`config.mk`:
```
export PLATFORM = sky130hd
export DESIGN_NAME = adc_byte_bridge
export DESIGN_NICKNAME = d
export VERILOG_FILES = /design/src/rtl/adcb_pkg.sv /design/src/rtl/adcb_ready_sync.sv /design/src/rtl/adcb_convert_ctl.sv /design/src/rtl/adcb_read_path.sv /design/src/rtl/adc_byte_bridge.sv
export SDC_FILE = /design/constraint.sdc
export NUM_CORES = 1
export LEC_CHECK = 0
export BUFFER_PORTS_ARGS = -buffer_cell sky130_fd_sc_hd__buf_2
export CAP_MARGIN = 30
export CORE_ASPECT_RATIO = 0.8
export CORE_MARGIN = 2
export CORE_UTILIZATION = 43
export CTS_CLUSTER_SIZE = 12
export DETAILED_ROUTE_END_ITERATION = 10
export PLACE_DENSITY = 0.75
export SKIP_LAST_GASP = 1
export SLEW_MARGIN = 20
export SYNTH_ARGS = -nofsm -noshare
export SYNTH_HDL_FRONTEND = slang
export SYNTH_SLANG_ARGS = --single-unit
```
`constraint.sdc`:
```
create_clock -name clk -period 2.25 [get_ports clk]
set_input_delay 0.3375 -clock clk [delete_from_list [all_inputs] [get_ports clk]]
set_output_delay 0.3375 -clock clk [all_outputs]
set_load 0.02 [all_outputs]
```
`src/rtl/adcb_pkg.sv`:
```
package adcb_pkg;

  typedef enum logic [1:0] {
    SEL_HI   = 2'd0,
    SEL_LO   = 2'd1,
    SEL_STAT = 2'd2,
    SEL_NONE = 2'd3
  } sel_e;

  localparam int STAT_BUSY_BIT = 7;
  localparam int STAT_DONE_BIT = 6;
  localparam int STAT_ERR_BIT  = 5;
  localparam int STAT_CVT_BIT  = 4;

endpackage

```
`src/rtl/adcb_ready_sync.sv`:
```
module adcb_ready_sync #(
  parameter int STAGES = 2
) (
  input  logic clk,
  input  logic rst,
  input  logic raw,
  output logic rdy_s,
  output logic rise,
  output logic fall
);
  logic [STAGES-1:0] pipe;
  logic              rdy_d;

  generate
    if (STAGES == 1) begin : g_one
      always_ff @(posedge clk) begin
        if (rst) pipe <= '0;
        else     pipe <= raw;
      end
    end else begin : g_many
      always_ff @(posedge clk) begin
        if (rst) pipe <= '0;
        else     pipe <= {pipe[STAGES-2:0], raw};
      end
    end
  endgenerate

  always_ff @(posedge clk) begin
    if (rst) rdy_d <= 1'b0;
    else     rdy_d <= pipe[STAGES-1];
  end

  assign rdy_s = pipe[STAGES-1];
  assign rise  = rdy_s & ~rdy_d;
  assign fall  = ~rdy_s & rdy_d;

  // a detected fall always follows a cycle in which the line was high
  a_r9_fall_after_high: assert property (@(posedge clk) disable iff (rst)
    fall |-> $past(rdy_s));

endmodule

```
`src/rtl/adcb_convert_ctl.sv`:
```
module adcb_convert_ctl #(
  parameter int MIN_HIGH = 4
) (
  input  logic clk,
  input  logic rst,
  input  logic start_req,
  input  logic rdy_rise,
  output logic conv_q
);
  localparam int CW = (MIN_HIGH < 2) ? 1 : $clog2(MIN_HIGH);
  localparam logic [CW-1:0] CNT_LAST = CW'(MIN_HIGH - 1);

  logic [CW-1:0] cnt;
  logic          seen;
  logic          reached;

  assign reached = (cnt >= CNT_LAST);

  always_ff @(posedge clk) begin
    if (rst) begin
      conv_q <= 1'b0;
      cnt    <= '0;
      seen   <= 1'b0;
    end else if (!conv_q) begin
      if (start_req) begin
        conv_q <= 1'b1;
        cnt    <= '0;
        seen   <= 1'b0;
      end
    end else if ((seen | rdy_rise) && reached) begin
      conv_q <= 1'b0;
    end else begin
      seen <= seen | rdy_rise;
      if (!reached) cnt <= cnt + 1'b1;
    end
  end

  // the pulse never ends before its minimum width
  a_r3_min_width: assert property (@(posedge clk) disable iff (rst)
    $fell(conv_q) |-> ($past(cnt) == CNT_LAST));

  // the pulse ends only after a ready rise was observed
  a_r3_needs_rise: assert property (@(posedge clk) disable iff (rst)
    $fell(conv_q) |-> ($past(seen) || $past(rdy_rise)));

endmodule

```
`src/rtl/adcb_read_path.sv`:
```
module adcb_read_path
  import adcb_pkg::*;
#(
  parameter int BUS_W = 8,
  parameter int LO_W  = 2
) (
  input  logic             clk,
  input  logic             rst,
  input  logic             rd,
  input  sel_e             sel,
  input  logic             busy,
  input  logic [BUS_W-1:0] status,
  input  logic [BUS_W-1:0] hi_in,
  input  logic [LO_W-1:0]  lo_in,
  output logic             hi_en_n,
  output logic             lo_en_n,
  output logic [BUS_W-1:0] rd_data,
  output logic             cap_pend,
  output logic             hi_taken,
  output logic             err_set,
  output logic             stat_clr
);
  localparam int PAD_W = BUS_W - LO_W;

  logic cap_hi, cap_lo, accept, grp_sel;

  assign cap_pend = cap_hi | cap_lo;
  assign accept   = rd & ~cap_pend;
  assign grp_sel  = (sel == SEL_HI) || (sel == SEL_LO);
  assign hi_taken = cap_hi;
  assign err_set  = accept & grp_sel & busy;
  assign stat_clr = accept & (sel == SEL_STAT);

  always_ff @(posedge clk) begin
    if (rst) begin
      hi_en_n <= 1'b1;
      lo_en_n <= 1'b1;
      rd_data <= '0;
      cap_hi  <= 1'b0;
      cap_lo  <= 1'b0;
    end else begin
      cap_hi <= 1'b0;
      cap_lo <= 1'b0;
      if (cap_hi) begin
        rd_data <= hi_in;
        hi_en_n <= 1'b1;
      end
      if (cap_lo) begin
        rd_data <= {lo_in, {PAD_W{1'b0}}};
        lo_en_n <= 1'b1;
      end
      if (accept) begin
        case (sel)
          SEL_HI: begin
            if (busy) rd_data <= '0;
            else begin
              hi_en_n <= 1'b0;
              cap_hi  <= 1'b1;
            end
          end
          SEL_LO: begin
            if (busy) rd_data <= '0;
            else begin
              lo_en_n <= 1'b0;
              cap_lo  <= 1'b1;
            end
          end
          SEL_STAT: rd_data <= status;
          default:  rd_data <= '0;
        endcase
      end
    end
  end

  // the upper enable opens for a single cycle
  a_r5_hi_one_cycle: assert property (@(posedge clk) disable iff (rst)
    !hi_en_n |=> hi_en_n);
  // the lower enable opens for a single cycle
  a_r6_lo_one_cycle: assert property (@(posedge clk) disable iff (rst)
    !lo_en_n |=> lo_en_n);
  // a read while busy returns zero and keeps both groups closed
  a_r7_early_zero: assert property (@(posedge clk) disable iff (rst)
    (accept && grp_sel && busy) |=> (rd_data == '0 && hi_en_n && lo_en_n));
  // a strobe in the capture cycle opens no enable
  a_r10_no_overlap: assert property (@(posedge clk) disable iff (rst)
    (rd && cap_pend) |=> (hi_en_n && lo_en_n));

endmodule

```
`src/rtl/adc_byte_bridge.sv`:
```
module adc_byte_bridge
  import adcb_pkg::*;
#(
  parameter int          ADDR_W      = 16,
  parameter int unsigned BASE_ADDR   = 'h0C40,
  parameter int          BUS_W       = 8,
  parameter int          LO_W        = 2,
  parameter int          SYNC_STAGES = 2,
  parameter int          MIN_HIGH    = 4
) (
  input  logic              clk,
  input  logic              rst,
  input  logic [ADDR_W-1:0] bus_addr,
  input  logic              bus_wr,
  input  logic              bus_rd,
  input  logic [BUS_W-1:0]  bus_wdata,
  input  logic              cvt_rdy,
  input  logic [BUS_W-1:0]  cvt_hi,
  input  logic [LO_W-1:0]   cvt_lo,
  output logic              cvt_start,
  output logic              hi_en_n,
  output logic              lo_en_n,
  output logic [BUS_W-1:0]  rd_data,
  output logic              done_irq
);
  localparam logic [ADDR_W-1:0] BASE = ADDR_W'(BASE_ADDR);

  logic [ADDR_W-1:0] off;
  sel_e              sel;
  logic              rdy_s, rdy_rise, rdy_fall, busy;
  logic              start_req, cap_pend, hi_taken, err_set, stat_clr;
  logic              err_q;
  logic [BUS_W-1:0]  status;
  logic              unused_wdata;

  assign unused_wdata = ^bus_wdata;

  assign off = bus_addr - BASE;
  always_comb begin
    if      (off == ADDR_W'(0)) sel = SEL_HI;
    else if (off == ADDR_W'(1)) sel = SEL_LO;
    else if (off == ADDR_W'(2)) sel = SEL_STAT;
    else                        sel = SEL_NONE;
  end

  assign busy      = cvt_start | rdy_s;
  assign start_req = bus_wr & (sel == SEL_HI) & ~busy & ~bus_rd & ~cap_pend;

  always_comb begin
    status                = '0;
    status[STAT_BUSY_BIT] = rdy_s;
    status[STAT_DONE_BIT] = done_irq;
    status[STAT_ERR_BIT]  = err_q;
    status[STAT_CVT_BIT]  = cvt_start;
  end

  adcb_ready_sync #(.STAGES(SYNC_STAGES)) u_sync (
    .clk(clk), .rst(rst), .raw(cvt_rdy),
    .rdy_s(rdy_s), .rise(rdy_rise), .fall(rdy_fall)
  );

  adcb_convert_ctl #(.MIN_HIGH(MIN_HIGH)) u_conv (
    .clk(clk), .rst(rst), .start_req(start_req),
    .rdy_rise(rdy_rise), .conv_q(cvt_start)
  );

  adcb_read_path #(.BUS_W(BUS_W), .LO_W(LO_W)) u_rd (
    .clk(clk), .rst(rst), .rd(bus_rd), .sel(sel), .busy(busy),
    .status(status), .hi_in(cvt_hi), .lo_in(cvt_lo),
    .hi_en_n(hi_en_n), .lo_en_n(lo_en_n), .rd_data(rd_data),
    .cap_pend(cap_pend), .hi_taken(hi_taken),
    .err_set(err_set), .stat_clr(stat_clr)
  );

  always_ff @(posedge clk) begin
    if (rst) begin
      done_irq <= 1'b0;
      err_q    <= 1'b0;
    end else begin
      if (rdy_fall)      done_irq <= 1'b1;
      else if (hi_taken) done_irq <= 1'b0;
      if (err_set)       err_q <= 1'b1;
      else if (stat_clr) err_q <= 1'b0;
    end
  end

  // enables stay closed through a conversion
  a_r7_en_closed_busy: assert property (@(posedge clk) disable iff (rst)
    (!hi_en_n || !lo_en_n) |-> (!cvt_start && !rdy_s));
  // never both groups at once
  a_r7_one_group: assert property (@(posedge clk) disable iff (rst)
    (hi_en_n || lo_en_n));
  // the interrupt rises only after a synchronised ready fall
  a_r9_irq_source: assert property (@(posedge clk) disable iff (rst)
    $rose(done_irq) |-> $past(rdy_fall));
  // a write while the converter is running starts nothing
  a_r4_busy_write: assert property (@(posedge clk) disable iff (rst)
    (bus_wr && rdy_s && !cvt_start) |=> !cvt_start);
  // a write to base+1 starts nothing
  a_r2_lo_write: assert property (@(posedge clk) disable iff (rst)
    (bus_wr && sel == SEL_LO && !cvt_start) |=> !cvt_start);

endmodule

```
==> results.toml, run 1 <==
[detailed_routing]
wire_per_inst_um = 12.7
vias = 910
drtIter0Drc = 21
drtAntennaViolNets = 0
wirelength_um = 2130
drt-pass1-iter-count = 4
drc_errors = 0
viasPerCell = 5.42

[critical_path]
cp_max_fo = 13
critPathSlowestCell = "or4b_1"
critPathCaptureType = "flip-flop"
max_stage_delay_ns = 0.53
cp_cell_sequence = "or4b_1 > or4_4 > a22o_1"
cp.arrival_ns = 1.93
startpoint_type = "flip-flop"
criticalPathCategory = "reg2reg"
cp.required_ns = 2.46

[sta]
fin_ws_ns = 0.525
worstMarginPinSlew_ns = 0.376
tns_ns = 0
min_period_over_period_pct = 76.7
setup_viol = 0
fin_crit_ns = 1.72
hold_viol_final = 0
fin_skew_ns = 0.00156
slew_violations = 0
slew_headroom_pct = 74.3
fmax_mhz = 580
rsz0062_at_grt = "no"

[finish]
layout.cells.non_filler = 168
nets = 184
fillCellCount = 192
areaGrowthSynthToFinish_pct = 27.6
drive_above_1_share_pct = 38.5
antenna_cells = 0

[power_and_ir_drop]
power_mw = 0.613
leakage_nw = 0.520
powerDensity_mw_per_mm2 = 495
peakVddDrop_uv = 345

[global_route]
grt_pass1_vias = 882
groute.usage.overall_pct = 18.2
antenna_found_initial = 0
grt_max_degree = 25
grt_overflow = 0
grt_pass1_wl_um = 3720

[yosys]
ys_ff_latch = 21
synth-warning-count = 0
synth_cells = 99
synth_flop_cell = "dfxtp_1"
async_reset_ff_share_pct = 0
yosysSeqAreaShare_pct = 43.3
synth.avg_cell_area_sq_um = 9.81
syn_nets = 139
synth-edff-count = 0
syn-cell-area_sq_um = 971
synth_cell_types = 33

[place]
portBuffers = 42
place_hpwl_um = 1620
gp_congestion = 0.828
dp_slack_ns = 0.402
dp.cells = 164

[clocking]
ctsHoldBuffers = 0
cts_resized = 0
clockBufferDepth = 2
clkTransAtPathRegs_ns = 0.11
insertion_delay_ns = 0.30
cts_made_buffers = 3
htreeDepth = 1
cts_sinks = 21
cts_tree = "yes"
cts_setup_buffers = 0
root_buffer = "clkbuf_4"

[min_path]
hp-class = "in2reg"

[floorplanning]
ioPinCount = 51
die-area_sq_mm = 0.00266
start_util_pct = 45.4
placementRows = 15
die_w_um = 57.1
die_h_um = 46.5
coreArea_sq_mm = 0.00214

[flow_run]
drv_cap = 0

[run_status]
status = "complete, no violations"
## worst max-delay path: cells and delay by family, from the launching register on
family	cells	cell delay, ns
and+or+nand+nor	2	0.97
DFF	1	0.44
AOI/OAI and AO/OA	1	0.21
## cell usage in the layout, fill, tap and decap left out
cell	n
nand4_2	1
and3_1	3
buf_2	42
nand3b_1	1
or4b_1	1
or3_1	3
clkinv_2	1
a31oi_1	1
nor4b_4	1
o2bb2ai_1	4
ha_1	1
or4_4	1
dfxtp_1	21
and4_2	1
or3b_2	1
and4bb_2	1
nor2b_1	5
nor3_1	4
nand2b_1	5
nand2_1	5
nor4_4	1
nor3b_1	1
buf_4	2
a22o_1	1
mux2i_1	8
a21oi_1	3
nor4_1	5
o41ai_1	1
a2111oi_0	1
o22ai_1	1
clkbuf_4	3
o32ai_1	1
nor2_1	7
o21ai_0	3
inv_1	2
## synthesized netlist by cell type (3+ instances only)
library cell / instances / share of area [%]
mux2i_1: 8 / 8.2
nor2_1: 7 / 2.7
nand2_1: 5 / 1.9
nor4_1: 5 / 3.2
nor2b_1: 5 / 3.2
nor3_1: 4 / 2.1
nand2b_1: 5 / 3.2
or3_1: 3 / 1.9
dfxtp_1: 21 / 43
o2bb2ai_1: 4 / 3.6
o21ai_0: 3 / 1.5
clkbuf_1: 3 / 1.2
a21oi_1: 3 / 1.5
and3_1: 3 / 1.9
## registers in the layout (all words and copies together), names as in the netlist
| register | flops |
|---|---|
| u_conv.conv_q | 1 |
| u_sync.pipe | 2 |
| u_rd.rd_data | 8 |
| u_rd.cap_lo | 1 |
| u_conv.cnt | 2 |
| u_rd.lo_en_n | 1 |
| u_sync.rdy_d | 1 |
| u_rd.hi_en_n | 1 |
| u_rd.hi_taken | 1 |
| u_conv.seen | 1 |
| done_irq | 1 |
| err_q | 1 |
## path summary, 6_finish.rpt
path | from | end | slack, ns | cells past startpoint
worst max-delay path | u_rd.cap_lo | u_conv.cnt[0] | 0.53 | 3
worst min register to register | u_sync.pipe[0] | u_sync.pipe[1] | 0.45 | 1
worst max register to register | u_rd.cap_lo | u_conv.cnt[0] | 0.53 | 3
worst min-delay path | cvt_rdy | u_sync.pipe[0] | 0.25 | 2
## logic make-up (layout without fill, tap and decap cells)
group | after synthesis | count (layout) | synth area share [%]
AND/OR/NAND/NOR | 47 | 47 | 33.1
flip-flops | 21 | 21 | 43.3
AO/OA/AOI/OAI | 16 | 16 | 11.6
multiplexers | 8 | 8 | 8.25
buffers and inverters | 6 | 50 | 2.45
adder cells (fa/ha/maj) | 1 | 1 | 1.29
## cell type report
cell class	instances	area [sq um]	share of cell area, %
Multi-Input combinational cell	72	527	42.5
Sequential cell	21	420	33.9
Timing Repair Buffer	44	225	18.2
Tap cell	25	31.3	2.53
Clock buffer	3	22.5	1.82
Inverter	2	7.51	0.606
Clock inverter	1	5.00	0.404
## per-layer routing
metal,track usage [%],vias to the layer above,share of wire [%]
li1,-,457,-
met1,22.3,405,46
met2,32.4,46,43
met3,5.06,2,9.7
met4,4.19,0,0.70
met5,0,-,0
## metrics by stage
stage	util [%]	hold WS (ns)	area, sq um
after global placement	56.6	0.421	1210
after CTS	57.9	0.243	1240
after detailed placement	56.6	0.431	1210
final	57.9	0.248	1240
after global routing	57.9	0.282	1240
after floorplan	-	0.414	971
## report_power, final
part	internal (mW)	switching (mW)	leakage, nW
combinational	0.0303	0.0293	0.332
sequential	0.374	0.00193	0.170
clock	0.0663	0.111	0.0177
Note: power is estimated with default switching activity, not from simulation.
==> inputs of run 2 (changes only) <==
--- a/config.mk
+++ b/config.mk
@@ -5,14 +5,15 @@
 export SDC_FILE = /design/constraint.sdc
 export NUM_CORES = 1
 export LEC_CHECK = 0
+export ABC_AREA = 1
 export BUFFER_PORTS_ARGS = -buffer_cell sky130_fd_sc_hd__buf_2
 export CAP_MARGIN = 30
 export CORE_ASPECT_RATIO = 0.8
 export CORE_MARGIN = 2
-export CORE_UTILIZATION = 43
+export CORE_UTILIZATION = 41
 export CTS_CLUSTER_SIZE = 12
 export DETAILED_ROUTE_END_ITERATION = 10
-export PLACE_DENSITY = 0.75
+export PLACE_DENSITY = 0.72
 export SKIP_LAST_GASP = 1
 export SLEW_MARGIN = 20
 export SYNTH_ARGS = -nofsm -noshare
==> constraint.sdc (replaced) <==
create_clock -name clk -period 1.47 [get_ports clk]
set_input_delay 0.2205 -clock clk [delete_from_list [all_inputs] [get_ports clk]]
set_output_delay 0.2205 -clock clk [all_outputs]
set_load 0.02 [all_outputs]
==> run 2 against run 1 <==
Against the previous run:
- sequential power rose by 54%
- final cell count grew 49%
- first-iteration DRC count is 76% higher
- combinational power rose by 89%
- flip-flop and latch count stayed put
- routed wire length rose by 16%
- maximum frequency grew 36%
- non-clock buffer count increased by 2
- via count increased by 28%
- critical endpoint is now u_rd.rd_data[5]
- highest routed layer unchanged
==> results.toml, run 2 <==
[critical_path]
cp.arrival_ns = 1.47
critPathCaptureType = "flip-flop"
startpoint_type = "flip-flop"
reg2reg_depth = 8
r2r_slack_ns = 0.20
cp_cell_sequence = "inv_1 > or2_2 > nand2_1 > nor2_1 > nand2_1 > nand2_1 > nand2_1 > a21oi_1"
critPathSlowestCell = "dfxtp_1"
crit_start = "u_rd.hi_taken"
criticalPathCategory = "reg2reg"
rr_startpoint = "u_rd.hi_taken"
max_stage_delay_ns = 0.41
cp.required_ns = 1.67
rr_endpoint = "u_rd.rd_data[5]"
cp_max_fo = 5
cp_common_cell = "nand2_1"

[floorplanning]
die-area_sq_mm = 0.00322
coreArea_sq_mm = 0.00270
placementRows = 17
ioPinCount = 51
die_w_um = 63.0
die_h_um = 51.2
start_util_pct = 42.2

[place]
dp_slack_ns = 0.114
placed_cell_area_sq_mm = 0.00142
gp_congestion = 0.772
dp.cells = 247
portBuffers = 42
place_hpwl_um = 2030

[yosys]
syn-cell-area_sq_mm = 0.00114
synth_cell_types = 25
yosysTopAreaCell = "dfxtp_1"
synth.avg_cell_area_sq_um = 6.91
synth_cells = 165
synth-warning-count = 0
async_reset_ff_share_pct = 0
synth_top_cell_area_share_pct = 36.9
syn_nets = 205
yosysSeqAreaShare_pct = 36.9
ys_ff_latch = 21
synth-edff-count = 0
synthTopCellsByCount = "nand2_1 (32), nor2_1 (30), dfxtp_1 (21)"
synth_flop_cell = "dfxtp_1"
synth.most_common_cell = "nand2_1"
synth_area_leaders = "dfxtp_1 (37%), nand2_1 (11%), nor2_1 (9.9%), nand3_1 (7.0%), inv_1 (5.6%)"

[detailed_routing]
wirelength_um = 2470
vias = 1162
drtAntennaViolNets = 0
drt-pass1-iter-count = 4
drc_errors = 0
drtIter0Drc = 37
viasPerCell = 4.63
wire_per_inst_um = 9.84

[finish]
largest_reg_flops = 8
drive_above_1_share_pct = 34.3
layout.cells.non_filler = 251
antenna_cells = 0
final_cell_mix = "buf_2 (42), nand2_1 (32), nor2_1 (30), dfxtp_1 (21), inv_1 (17)"
finalInstanceArea_sq_mm = 0.00145
fillCellCount = 280
nets = 254
largestRegisters = "u_rd.rd_data x8, u_conv.cnt x2, u_sync.pipe x2"
top_register = "u_rd.rd_data"
mostFrequentLayoutCell = "buf_2"
areaGrowthSynthToFinish_pct = 26.9

[sta]
fmax_mhz = 786
min_period_over_period_pct = 86.5
fin_skew_ns = 0.00537
fin_ws_ns = 0.198
tns_ns = 0
hold_viol_final = 0
slew_violations = 0
slew_headroom_pct = 83.3
worstMarginPinSlew_ns = 0.249
fin_crit_ns = 1.27
setup_viol = 0
rsz0062_at_grt = "no"

[min_path]
hold_start = "cvt_rdy"
whs_path_depth = 3
hp-class = "in2reg"
whs_endpoint = "u_sync.pipe[0]"

[clocking]
clockBufferDepth = 2
root_buffer = "clkbuf_4"
htreeDepth = 1
insertion_delay_ns = 0.31
cts_resized = 0
clkTransAtPathRegs_ns = 0.12
cts_made_buffers = 3
cts_sinks = 21
ctsHoldBuffers = 0
cts_setup_buffers = 0
cts_tree = "yes"

[global_route]
grt_pass1_vias = 1045
grt_max_degree = 14
grt.met1_usage_pct = 20.8
grt_pass1_wl_um = 4300
groute.usage.overall_pct = 16.9
use_met2_pct = 28.4
antenna_found_initial = 0
use_met3_pct = 4.85
busiest_layer = "met2"
grt_overflow = 0

[run_status]
status = "complete, no violations"

[power_and_ir_drop]
peakVddDrop_uv = 556
power_mw = 0.977
powerDensity_mw_per_mm2 = 676
leakage_nw = 0.706

[flow_run]
drv_cap = 0
[run 2: cell count changes after synthesis, sizes merged, moves of 5 or more]
cell | previous run | this run
or2 | 0 | 5
nand3 | 0 | 18
nor2 | 7 | 36
inv | 2 | 19
nand2b | 5 | 0
nor2b | 5 | 0
nand2 | 5 | 39
nor4 | 6 | 0
[run 2: stage by stage]
stage	hold WS (ns)	utilization (%)
after floorplan	0.294	-
after global placement	0.391	52.4
after detailed placement	0.401	52.4
after CTS	0.0933	53.5
after global routing	0.0981	53.5
final	0.102	53.5
[run 2: cell families after synthesis]
family                     share of synthesized area, %
and+or+nand+nor                                    44.5
AOI/OAI and AO/OA                                  6.80
muxes                                              3.51
buffers and inverters                              7.24
adders and majority gates                          1.10
DFF                                                36.9
[run 2: worst max-delay path by stage]
stage / endpoint / slack (ns) / depth (start not counted)
detailed placement: u_rd.hi_en_n / 0.11 / 9
global route: u_rd.rd_data[6] / 0.07 / 5
CTS: u_rd.rd_data[5] / 0.21 / 8
global placement: u_conv.seen / 0.13 / 8
finish: u_rd.rd_data[5] / 0.20 / 8
floorplan: u_conv.cnt[1] / 0.18 / 7
[run 2: layout make-up]
| cell class | instances | area (sq um) | area share, % |
|---|---|---|---|
| Tap cell | 38 | 47.5 | 3.29 |
| Inverter | 19 | 71.3 | 4.93 |
| Sequential cell | 21 | 420 | 29.1 |
| Timing Repair Buffer | 46 | 240 | 16.6 |
| Clock buffer | 3 | 22.5 | 1.56 |
| Clock inverter | 1 | 7.51 | 0.519 |
| Multi-Input combinational cell | 123 | 637 | 44.0 |
[run 2: routing by layer]
layer	share of wire [%]	routed length, um	vias up
met1	49	1210	510
met2	45	1110	24
met3	3.7	92	6
met4	2.2	55	0
met5	0	0	-
li1	-	-	622
[run 2: where the power goes]
part | internal (mW) | switching [mW]
Sequential | 0.575 | 0.00321
Clock | 0.104 | 0.183
Combinational | 0.0490 | 0.0641
[run 2: critical path: cells and delay by family, from the launching register on]
kind,cells,cell delay [ns]
AND/OR/NAND/NOR,6,0.56
flip-flops,1,0.41
buffers and inverters,1,0.13
AO/OA/AOI/OAI,1,0.05
==> inputs of run 3 (changes only) <==
--- a/config.mk
+++ b/config.mk
@@ -6,14 +6,13 @@
 export NUM_CORES = 1
 export LEC_CHECK = 0
 export ABC_AREA = 1
-export BUFFER_PORTS_ARGS = -buffer_cell sky130_fd_sc_hd__buf_2
 export CAP_MARGIN = 30
 export CORE_ASPECT_RATIO = 0.8
-export CORE_MARGIN = 2
-export CORE_UTILIZATION = 41
+export CORE_UTILIZATION = 55
 export CTS_CLUSTER_SIZE = 12
 export DETAILED_ROUTE_END_ITERATION = 10
-export PLACE_DENSITY = 0.72
+export DONT_BUFFER_PORTS = 1
+export PLACE_DENSITY = 0.71
 export SKIP_LAST_GASP = 1
 export SLEW_MARGIN = 20
 export SYNTH_ARGS = -nofsm -noshare
==> run 3 against run 2 <==
Against the previous run:
- clock skew grew 0.0022 ns
- first-iteration DRC count is 24% higher
- worst setup slack got worse by 0.041 ns
- power shrank 3.8%
==> results.toml, run 3 (synthesis results as in run 2) <==
[clocking]
clockBufferDepth = 2
cts_made_buffers = 3
insertion_delay_ns = 0.31
clkTransAtPathRegs_ns = 0.13
htreeDepth = 1
cts_tree = "yes"
cts_sinks = 21
cts_resized = 0
root_buffer = "clkbuf_4"

[critical_path]
cp.arrival_ns = 1.57
cp_cell_sequence = "buf_4 > nand2_1 > nand3_1 > o21ai_0 > or2_2 > a21oi_1"
critPathSlowestCell = "dfxtp_1"
critPathCaptureType = "flip-flop"
startpoint_type = "flip-flop"
critPathBufInv = 1
cp_max_fo = 8
max_stage_delay_ns = 0.41
criticalPathCategory = "reg2reg"
cp_top_family = "simple AND/OR/NAND/NOR gates"
cp.required_ns = 1.72

[detailed_routing]
wire_per_inst_um = 11.6
drtIter0Drc = 46
drc_errors = 0
wirelength_um = 2300
viasPerCell = 5.28
vias = 1051
drtAntennaViolNets = 0
drt-pass1-iter-count = 6

[global_route]
grt_pass1_wl_um = 3840
groute.usage.overall_pct = 23.2
grt_pass1_vias = 929
grt_overflow = 0
antenna_found_initial = 0
grt_max_degree = 14

[sta]
tns_ns = 0
fin_skew_ns = 0.00756
worstMarginPinSlew_ns = 0.371
fin_ws_ns = 0.158
min_period_over_period_pct = 89.3
hold_viol_final = 0
slew_headroom_pct = 75.2
slew_violations = 0
hold-worst-slack_ns = 0.0464
fmax_mhz = 762
setup_viol = 0
fin_crit_ns = 1.31
rsz0062_at_grt = "no"

[finish]
finalInstanceArea_sq_mm = 0.00126
largestRegisters = "u_rd.rd_data x8, u_conv.cnt x2, u_sync.pipe x2"
top_register = "u_rd.rd_data"
layout.cells.non_filler = 199
nets = 216
largest_reg_flops = 8
fillCellCount = 168
utilization_pct = 65.8
drive_above_1_share_pct = 18.3
final_cell_mix = "nand2_1 (32), nor2_1 (30), dfxtp_1 (21), inv_1 (17), nand3_1 (16)"
mostFrequentLayoutCell = "nand2_1"
antenna_cells = 0
areaGrowthSynthToFinish_pct = 10.2

[power_and_ir_drop]
powerDensity_mw_per_mm2 = 749
peakVddDrop_uv = 816
leakage_nw = 0.546
power_mw = 0.940

[floorplanning]
coreArea_sq_mm = 0.00191
die_h_um = 42.7
placementRows = 14
start_util_pct = 59.7
die-area_sq_mm = 0.00226
ioPinCount = 51
die_w_um = 52.9

[place]
gp_congestion = 0.844
dp.cells = 192
dp_slack_ns = 0.182
place_hpwl_um = 1820
placed_cell_area_sq_mm = 0.00120
portBuffers = 0

[flow_run]
drv_cap = 0

[run_status]
status = "complete, no violations"

[min_path]
hp-class = "in2reg"
run 3: worst paths after layout:
check,endpoint,cells past startpoint,slack (ns),start
worst min-delay path,u_rd.lo_en_n,2,0.05,rst
worst max-delay path,u_rd.rd_data[7],6,0.16,u_rd.hi_taken
worst max register to register,u_rd.rd_data[7],6,0.16,u_rd.hi_taken
worst min register to register,u_sync.pipe[1],2,0.42,u_sync.pipe[0]
run 3: power by group:
group,switching (mW),total (mW),internal (mW)
Combinational,0.0440,0.0693,0.0253
Clock,0.188,0.292,0.104
Sequential,0.00449,0.579,0.575
run 3: layer usage:
layer | wire, um | global-route usage, % | up-vias | part of all wire, %
met5 | 0 | 0 | - | 0
met4 | 8 | 3.16 | 0 | 0.35
met3 | 162 | 7.89 | 2 | 7.0
met2 | 1110 | 39.2 | 42 | 48
met1 | 1020 | 29.1 | 463 | 44
li1 | - | - | 544 | -
run 3: area by class of cell:
type | count | area [sq um] | area share [%]
multi-input combinational | 123 | 637 | 50.7
timing repair buffer | 8 | 67.6 | 5.38
inverter | 19 | 71.3 | 5.68
clock buffer | 3 | 22.5 | 1.79
tap | 24 | 30.0 | 2.39
clock inverter | 1 | 7.51 | 0.598
sequential | 21 | 420 | 33.5
run 3: worst reg2reg max path, stage by stage (launching register included):
cell and delay [ns]:
dfxtp_1 0.41, buf_4 0.20, nand2_1 0.07, nand3_1 0.07, o21ai_0 0.09, or2_2 0.28
a21oi_1 0.14
run 3: timing repair:
action / in CTS / in global routing
hold buffers: 3 / 0
hold endpoints to repair: 10 / 0
buffers inserted: 0 / 0
